### src/rtl/adc_host_pkg.sv
// Package: shared types for the serial ADC host sequencer.
// Assumes: opcode encoding is fixed by the command interface (00 read,
// 01 sleep, 10 wake, 11 no operation).
package adc_host_pkg;

    typedef enum logic [1:0] {
        OP_READ  = 2'b00,
        OP_SLEEP = 2'b01,
        OP_WAKE  = 2'b10,
        OP_NONE  = 2'b11
    } adc_op_t;

    typedef enum logic [2:0] {
        S_IDLE,
        S_FRAME,
        S_QUIET,
        S_PUWAIT,
        S_RESP
    } seq_state_t;

    typedef enum logic [1:0] {
        PH_IDLE,
        PH_LEAD,
        PH_LOW,
        PH_HIGH
    } frame_phase_t;

endpackage

### src/rtl/adc_wait_timer.sv
// Module: down-counting wait timer.
// Loading sets the count; it then falls by one each cycle to zero.
// Assumes: load_val >= 1 when a wait is wanted; done is high at zero.
module adc_wait_timer #(
    parameter int W = 8
) (
    input  logic         clk,
    input  logic         rst_n,
    input  logic         load,
    input  logic [W-1:0] load_val,
    output logic         done
);

    logic [W-1:0] cnt;

    // Load a new interval or count the current one down to zero.
    always_ff @(posedge clk) begin
        if (!rst_n) begin
            cnt <= '0;
        end else if (load) begin
            cnt <= load_val;
        end else if (cnt != '0) begin
            cnt <= cnt - 1'b1;
        end
    end

    assign done = (cnt == '0);

endmodule

### src/rtl/adc_frame_engine.sv
// Module: serial frame engine.
// On start it lowers chip select and emits n_edges serial clock periods.
// Each period is a falling edge followed by a rising edge that samples
// sdata into a shift register. Chip select is then raised and done is pulsed.
// Assumes: start only arrives while idle; CLK_HALF >= 1; n_edges >= 1.
module adc_frame_engine
    import adc_host_pkg::*;
#(
    parameter int FRAME_BITS = 16,
    parameter int CLK_HALF   = 2,
    parameter int EDGE_W     = 5
) (
    input  logic                  clk,
    input  logic                  rst_n,
    input  logic                  start,
    input  logic [EDGE_W-1:0]     n_edges,
    input  logic                  sdata,
    output logic                  cs_n,
    output logic                  sclk,
    output logic                  done,
    output logic [FRAME_BITS-1:0] word
);

    localparam int DW = (CLK_HALF > 1) ? $clog2(CLK_HALF) : 1;

    frame_phase_t           phase;
    logic [DW-1:0]          cnt;
    logic [EDGE_W-1:0]      edges;
    logic [EDGE_W-1:0]      target;
    logic                   tick;

    assign tick = (cnt == DW'(CLK_HALF - 1));

    // Phase sequencer: lead-in, low half, high half, repeated per edge.
    always_ff @(posedge clk) begin
        if (!rst_n) begin
            phase  <= PH_IDLE;
            cnt    <= '0;
            edges  <= '0;
            target <= '0;
            cs_n   <= 1'b1;
            sclk   <= 1'b1;
            done   <= 1'b0;
            word   <= '0;
        end else begin
            done <= 1'b0;
            case (phase)
                PH_IDLE: begin
                    if (start) begin
                        cs_n   <= 1'b0;
                        target <= n_edges;
                        edges  <= '0;
                        cnt    <= '0;
                        phase  <= PH_LEAD;
                    end
                end
                PH_LEAD: begin
                    if (tick) begin
                        cnt   <= '0;
                        sclk  <= 1'b0;
                        edges <= edges + 1'b1;
                        phase <= PH_LOW;
                    end else begin
                        cnt <= cnt + 1'b1;
                    end
                end
                PH_LOW: begin
                    if (tick) begin
                        cnt   <= '0;
                        sclk  <= 1'b1;
                        word  <= {word[FRAME_BITS-2:0], sdata};
                        phase <= PH_HIGH;
                    end else begin
                        cnt <= cnt + 1'b1;
                    end
                end
                PH_HIGH: begin
                    if (tick) begin
                        cnt <= '0;
                        if (edges == target) begin
                            cs_n  <= 1'b1;
                            done  <= 1'b1;
                            phase <= PH_IDLE;
                        end else begin
                            sclk  <= 1'b0;
                            edges <= edges + 1'b1;
                            phase <= PH_LOW;
                        end
                    end else begin
                        cnt <= cnt + 1'b1;
                    end
                end
                default: phase <= PH_IDLE;
            endcase
        end
    end

    // clock never low while the converter is deselected.
    p_sclk_idle_r2: assert property (@(posedge clk) disable iff (!rst_n)
        cs_n |-> sclk);

    // the sequencer only requests a frame when the engine is free.
    p_start_idle_r10: assert property (@(posedge clk) disable iff (!rst_n)
        start |-> (phase == PH_IDLE));

endmodule

### src/rtl/adc_host_ctrl.sv
// Module: host sequencer for a power-managed serial ADC.
// Accepts read/sleep/wake commands, runs the matching frame, tracks the
// converter's power state, and enforces quiet and power-up intervals.
// Assumes: SLEEP_EDGES in 2..9; QUIET_CYC >= 1; PWRUP_CYC >= 1;
// the converter drives sdata after each falling sclk edge.
module adc_host_ctrl
    import adc_host_pkg::*;
#(
    parameter int DATA_W      = 12,
    parameter int LEAD_BITS   = 4,
    parameter int CLK_HALF    = 2,
    parameter int SLEEP_EDGES = 5,
    parameter int QUIET_CYC   = 3,
    parameter int PWRUP_CYC   = 50
) (
    input  logic              clk,
    input  logic              rst_n,
    input  logic              cmd_valid,
    input  logic [1:0]        cmd_op,
    output logic              cmd_ready,
    output logic              rsp_valid,
    output logic [DATA_W-1:0] rsp_data,
    input  logic              rsp_ready,
    output logic              busy,
    output logic              cs_n,
    output logic              sclk,
    input  logic              sdata
);

    localparam int FRAME_BITS = LEAD_BITS + DATA_W;
    localparam int EDGE_W     = $clog2(FRAME_BITS + 1);
    localparam int PU_W       = $clog2(PWRUP_CYC + 1);
    localparam int Q_W        = $clog2(QUIET_CYC + 1);

    seq_state_t              state;
    adc_op_t                 kind;
    adc_op_t                 op_in;
    logic                    go;
    logic                    awake;
    logic                    pend_read;
    logic                    fr_done;
    logic [FRAME_BITS-1:0]   fr_word;
    logic [EDGE_W-1:0]       n_edges;
    logic                    q_load;
    logic                    q_done;
    logic                    pu_load;
    logic                    pu_done;

    assign op_in   = adc_op_t'(cmd_op);
    assign n_edges = (kind == OP_SLEEP) ? EDGE_W'(SLEEP_EDGES) : EDGE_W'(FRAME_BITS);
    assign q_load  = (state == S_FRAME) && fr_done;
    assign pu_load = go && (kind == OP_WAKE);

    assign cmd_ready = (state == S_IDLE);
    assign busy      = (state == S_FRAME) || (state == S_QUIET) || (state == S_PUWAIT);

    adc_frame_engine #(
        .FRAME_BITS (FRAME_BITS),
        .CLK_HALF   (CLK_HALF),
        .EDGE_W     (EDGE_W)
    ) u_engine (
        .clk     (clk),
        .rst_n   (rst_n),
        .start   (go),
        .n_edges (n_edges),
        .sdata   (sdata),
        .cs_n    (cs_n),
        .sclk    (sclk),
        .done    (fr_done),
        .word    (fr_word)
    );

    adc_wait_timer #(.W(Q_W)) u_quiet (
        .clk      (clk),
        .rst_n    (rst_n),
        .load     (q_load),
        .load_val (Q_W'(QUIET_CYC)),
        .done     (q_done)
    );

    adc_wait_timer #(.W(PU_W)) u_pwrup (
        .clk      (clk),
        .rst_n    (rst_n),
        .load     (pu_load),
        .load_val (PU_W'(PWRUP_CYC)),
        .done     (pu_done)
    );

    // Command sequencer: frame choice, power tracking, waits and response.
    always_ff @(posedge clk) begin
        if (!rst_n) begin
            state     <= S_IDLE;
            kind      <= OP_NONE;
            go        <= 1'b0;
            awake     <= 1'b0;
            pend_read <= 1'b0;
            rsp_valid <= 1'b0;
            rsp_data  <= '0;
        end else begin
            go <= 1'b0;
            case (state)
                S_IDLE: begin
                    if (cmd_valid) begin
                        case (op_in)
                            OP_READ: begin
                                pend_read <= 1'b1;
                                if (!awake) begin
                                    kind  <= OP_WAKE;
                                    go    <= 1'b1;
                                    state <= S_FRAME;
                                end else begin
                                    state <= S_PUWAIT;
                                end
                            end
                            OP_SLEEP, OP_WAKE: begin
                                kind  <= op_in;
                                go    <= 1'b1;
                                state <= S_FRAME;
                            end
                            default: state <= S_IDLE;
                        endcase
                    end
                end
                S_FRAME: begin
                    if (fr_done) begin
                        if (kind == OP_WAKE)  awake <= 1'b1;
                        if (kind == OP_SLEEP) awake <= 1'b0;
                        if (kind == OP_READ)  rsp_data <= fr_word[DATA_W-1:0];
                        state <= S_QUIET;
                    end
                end
                S_QUIET: begin
                    if (q_done) begin
                        if (pend_read) begin
                            state <= S_PUWAIT;
                        end else if (kind == OP_READ) begin
                            rsp_valid <= 1'b1;
                            state     <= S_RESP;
                        end else begin
                            state <= S_IDLE;
                        end
                    end
                end
                S_PUWAIT: begin
                    if (pu_done) begin
                        kind      <= OP_READ;
                        pend_read <= 1'b0;
                        go        <= 1'b1;
                        state     <= S_FRAME;
                    end
                end
                S_RESP: begin
                    if (rsp_ready) begin
                        rsp_valid <= 1'b0;
                        state     <= S_IDLE;
                    end
                end
                default: state <= S_IDLE;
            endcase
        end
    end

    // Checker counter: cycles chip select has been high, saturating.
    logic [Q_W-1:0] qh_cnt;
    always_ff @(posedge clk) begin
        if (!rst_n)                          qh_cnt <= Q_W'(QUIET_CYC);
        else if (!cs_n)                      qh_cnt <= '0;
        else if (qh_cnt < Q_W'(QUIET_CYC))   qh_cnt <= qh_cnt + 1'b1;
    end

    // Checker counter: cycles since the last wake frame was launched.
    logic [PU_W-1:0] sw_cnt;
    always_ff @(posedge clk) begin
        if (!rst_n)                          sw_cnt <= '0;
        else if (go && kind == OP_WAKE)      sw_cnt <= '0;
        else if (sw_cnt < PU_W'(PWRUP_CYC))  sw_cnt <= sw_cnt + 1'b1;
    end

    // a frame launches only after the full quiet interval.
    p_quiet_gap_r8: assert property (@(posedge clk) disable iff (!rst_n)
        go |-> (qh_cnt >= Q_W'(QUIET_CYC)));

    // a read frame launches only after the power-up interval.
    p_pwrup_wait_r7: assert property (@(posedge clk) disable iff (!rst_n)
        (go && kind == OP_READ) |-> (sw_cnt >= PU_W'(PWRUP_CYC)));

    // a pending response holds until taken.
    p_rsp_hold_r9: assert property (@(posedge clk) disable iff (!rst_n)
        (rsp_valid && !rsp_ready) |=> (rsp_valid && $stable(rsp_data)));

    // never ready for a command while a response waits.
    p_ready_excl_r9: assert property (@(posedge clk) disable iff (!rst_n)
        rsp_valid |-> !cmd_ready);

    // busy covers every active chip select.
    p_busy_cs_r10: assert property (@(posedge clk) disable iff (!rst_n)
        !cs_n |-> busy);

endmodule

### config.mk
export PLATFORM = sky130hd
export DESIGN_NAME = adc_host_ctrl
export DESIGN_NICKNAME = d
export VERILOG_FILES = /design/src/rtl/adc_host_pkg.sv /design/src/rtl/adc_wait_timer.sv /design/src/rtl/adc_frame_engine.sv /design/src/rtl/adc_host_ctrl.sv
export SDC_FILE = /design/constraint.sdc
export NUM_CORES = 1
export LEC_CHECK = 0
export ABC_AREA = 1
export BUFFER_PORTS_ARGS = -buffer_cell sky130_fd_sc_hd__buf_2
export CORE_MARGIN = 2
export CORE_UTILIZATION = 55
export CTS_BUF_LIST = sky130_fd_sc_hd__clkbuf_4 sky130_fd_sc_hd__clkbuf_8
export CTS_CLUSTER_SIZE = 14
export DETAILED_ROUTE_END_ITERATION = 10
export PLACE_DENSITY = 0.78
export SYNTH_ARGS = -nofsm -noshare
export SYNTH_HDL_FRONTEND = slang
export SYNTH_SLANG_ARGS = --single-unit
### constraint.sdc
create_clock -name clk -period 1.2 [get_ports clk]
set_input_delay 0.24 -clock clk [delete_from_list [all_inputs] [get_ports clk]]
set_output_delay 0.24 -clock clk [all_outputs]
set_load 0.01 [all_outputs]
==> flow_summary.toml <==
[synth]
mappedNetlistArea_um2 = 2530
syn-num-nets = 371
netlist_instances = 354
synth_warnings = 0
seq_area_frac_synth_pct = 42.7
synth_edf_count = 0
ys_types = 26
avgSynthCellArea_um2 = 7.15
ys_seq_elements = 54
synthArstFlopShare_pct = 0
ys.flop_type = "dfxtp_1"

[global_routing]
grt_first_pass_wirelength_um = 9930
grt_max_degree = 18
grt_pass1_vias = 2447
grt_usage_pct = 23.6
grt_overflow_total = 0
antenna_found_initial = 0

[worst_hold_path]
hp-class = "input port to register"
min_from = "sdata"

[placed_design]
post-place-ws_ps = -84.4
place_hpwl_um = 3920
dpl_cell_area_um2 = 2950
place_congestion = 0.913
numPortBuffers = 23
dpl.cell_count = 452

[worst_setup_path]
reg2reg_from = "state[0]$_SDFFE_PN0P_"
worstSetupEndpointType = "output port"
r2r_slack_ps = -80
path_max_fanout = 4
start_kind = "register"
critical_path_class = "register to output port"
critPathRequiredTime_ps = 960
path_delay_family = "flip-flops"
cp_num_buf_inv = 2
slowest_delay_ps = 380
slowest_stage = "dfxtp_4"
worstPathCellList = "nor2_4, buf_6, nor2_4, buf_6"
critPathLaunch = "state[1]$_SDFFE_PN0P_"
arrival_ps = 1040

[finish]
n_antenna_cell = 0
fillCellCount = 298
instances_no_fill = 470
regArea_um2 = 1110
nets = 435
syn_to_final_growth_pct = 36.4
design_area_um2 = 3450
multi_input_area_um2 = 1510
drive_gt1_share_pct = 38.3

[timing]
report.final.slew_viol_count = 0
tightest_slew_ps = 240
setup_viol = 24
maxSlewHeadroom_pct = 83.9
grt_setup_unrepaired = "true"
max_freq_ghz = 0.780
period_needed_ps = 1280
timing.final.crit_share_pct = 107
fin_ws_ps = -82.0
fin_skew_ps = 12.3
finalHoldViolCount = 0

[run]
maxCapViolations = 0

[cts]
cts_buffers = 5
cts_root_buf = "clkbuf_8"
cts_tree = "yes"
clk_latency_ps = 300
clockBufferDepth = 2
clkTransAtPathRegs_ps = 100
htreeDepth = 2
numClockSinks = 54

[floorplan]
io_pins = 24
die_h_um = 71.9
initial_core_util_pct = 57.8
die_w_um = 71.9
coreArea_um2 = 4380
die_area_um2 = 5160
num_rows = 24

[route]
drt-total-wl_um = 6040
vias_per_cell = 5.38
dr.pass1.iters = 4
wl_per_cell_um = 12.9
drc = 0
ant_nets = 0
drt_iter0_drc = 127
vias = 2527

[pwr]
p_leak_nw = 1.55
switching_power_mw = 2.31
peakVddDrop_uv = 889
p_comb_share_pct = 45.7
power_density_nw_per_um2 = 1850
p_sw_share_pct = 36.1
p_int_mw = 4.08
p_clk_share_pct = 18.5
seq_power_share_pct = 35.8

[status]
violations = "setup timing"
status = "finished, violations left"
[sequential cells by signal, summed over array words and instances, names as in the netlist]
name,cells
u_engine.edges,5
u_engine.cnt,1
u_engine.cs_n,1
u_engine.target,2
rsp_valid,1
go,1
u_engine.done,1
rsp_data,12
pend_read,1
u_engine.sclk,1
awake,1
kind,2
u_engine.word,12
u_quiet.cnt,2
u_engine.phase,2
state,3
u_pwrup.cnt,6
[tightest hold or removal path: cells and delay by family]
family / cells / cell delay, ps
buffers and inverters: 1 / 70
and+or+nand+nor: 2 / 110
[stage by stage]
stage	TNS (ps)	utilization [%]	hold slack, ps	power (mW)
6_report	-997	78.8	165	6.38
3_5_place_dp	-618	67.2	442	4.37
4_1_cts	-1270	72.4	153	5.90
2_1_floorplan	0	-	375	3.59
3_3_place_gp	-130	67.2	437	4.31
5_1_grt	-3000	78.8	170	6.81
[per-layer routing]
layer	vias to the layer above	GRT usage [%]	wire length, µm
li1	1271	-	-
met1	1192	28.0	2550
met2	47	42.9	3210
met3	17	3.38	148
met4	0	9.01	131
met5	-	0	0
[worst paths after layout]
path	endpoint	depth (start not counted)
worst min-delay path	u_engine.word[0]$_SDFFE_PN0P_	3
worst max-delay path	busy	4
worst max register to register	awake$_SDFFE_PN0P_	6
worst min register to register	rsp_data[9]$_SDFFE_PN0P_	2
[kinds of logic after synthesis]
logic type,count (synthesis),synth area share (%)
AO/OA/AOI/OAI,62,12.6
XOR/XNOR,4,1.38
adder cells (fa/ha/maj),10,4.94
buffers and inverters,52,8.15
flip-flops,54,42.7
AND/OR/NAND/NOR,172,30.2
[synthesized netlist by cell type, types with 6 or more instances]
cell type | n | area (µm²)
a21oi_1 | 32 | 160
clkbuf_1 | 6 | 22.5
dfxtp_1 | 54 | 1080
ha_1 | 10 | 125
inv_1 | 35 | 131
inv_2 | 6 | 22.5
nand2_1 | 64 | 240
nand3_1 | 29 | 145
nand3b_1 | 6 | 45.0
nand4_1 | 8 | 50.1
nor2_1 | 55 | 206
o21ai_0 | 27 | 135
[cells in the final DEF (no fill, tap or decap), types with 5 or more instances in the layout]
cell type	n
nand2_2	18
clkbuf_8	5
buf_6	9
nand2_4	5
buf_4	37
inv_1	27
nand3b_1	6
nor2_4	9
o21ai_0	23
ha_1	7
nor2_1	43
a21oi_2	9
nand3_1	27
inv_2	12
dfxtp_2	9
nand2_1	43
nor2_2	6
a21oi_1	23
dfxtp_1	41
buf_2	21
nand4_1	8
[final cells by class]
class	instances	area share (%)
multi-input combinational	248	43.7
sequential	54	32.1
timing repair buffer	68	14.6
inverter	41	4.60
clock buffer	5	1.99
tap	52	1.88
clock inverter	2	1.12
[power groups by stage]
stage | clock network [mW] | logic, mW | registers [mW]
4_1_cts | 1.22 | 2.46 | 2.22
3_3_place_gp | 0 | 2.09 | 2.22
5_1_grt | 1.28 | 3.23 | 2.31
3_5_place_dp | 0 | 2.14 | 2.23
6_report | 1.18 | 2.91 | 2.28
2_1_floorplan | 0 | 1.36 | 2.23
[what timing repair did]
action                     4_1_cts  5_1_grt
hold buffers                     0        0
setup endpoints to repair       27       47
pin swaps                        6       20
gates resized for setup         28       78
setup buffers                    5        6
(Power assumes the default switching activity.)
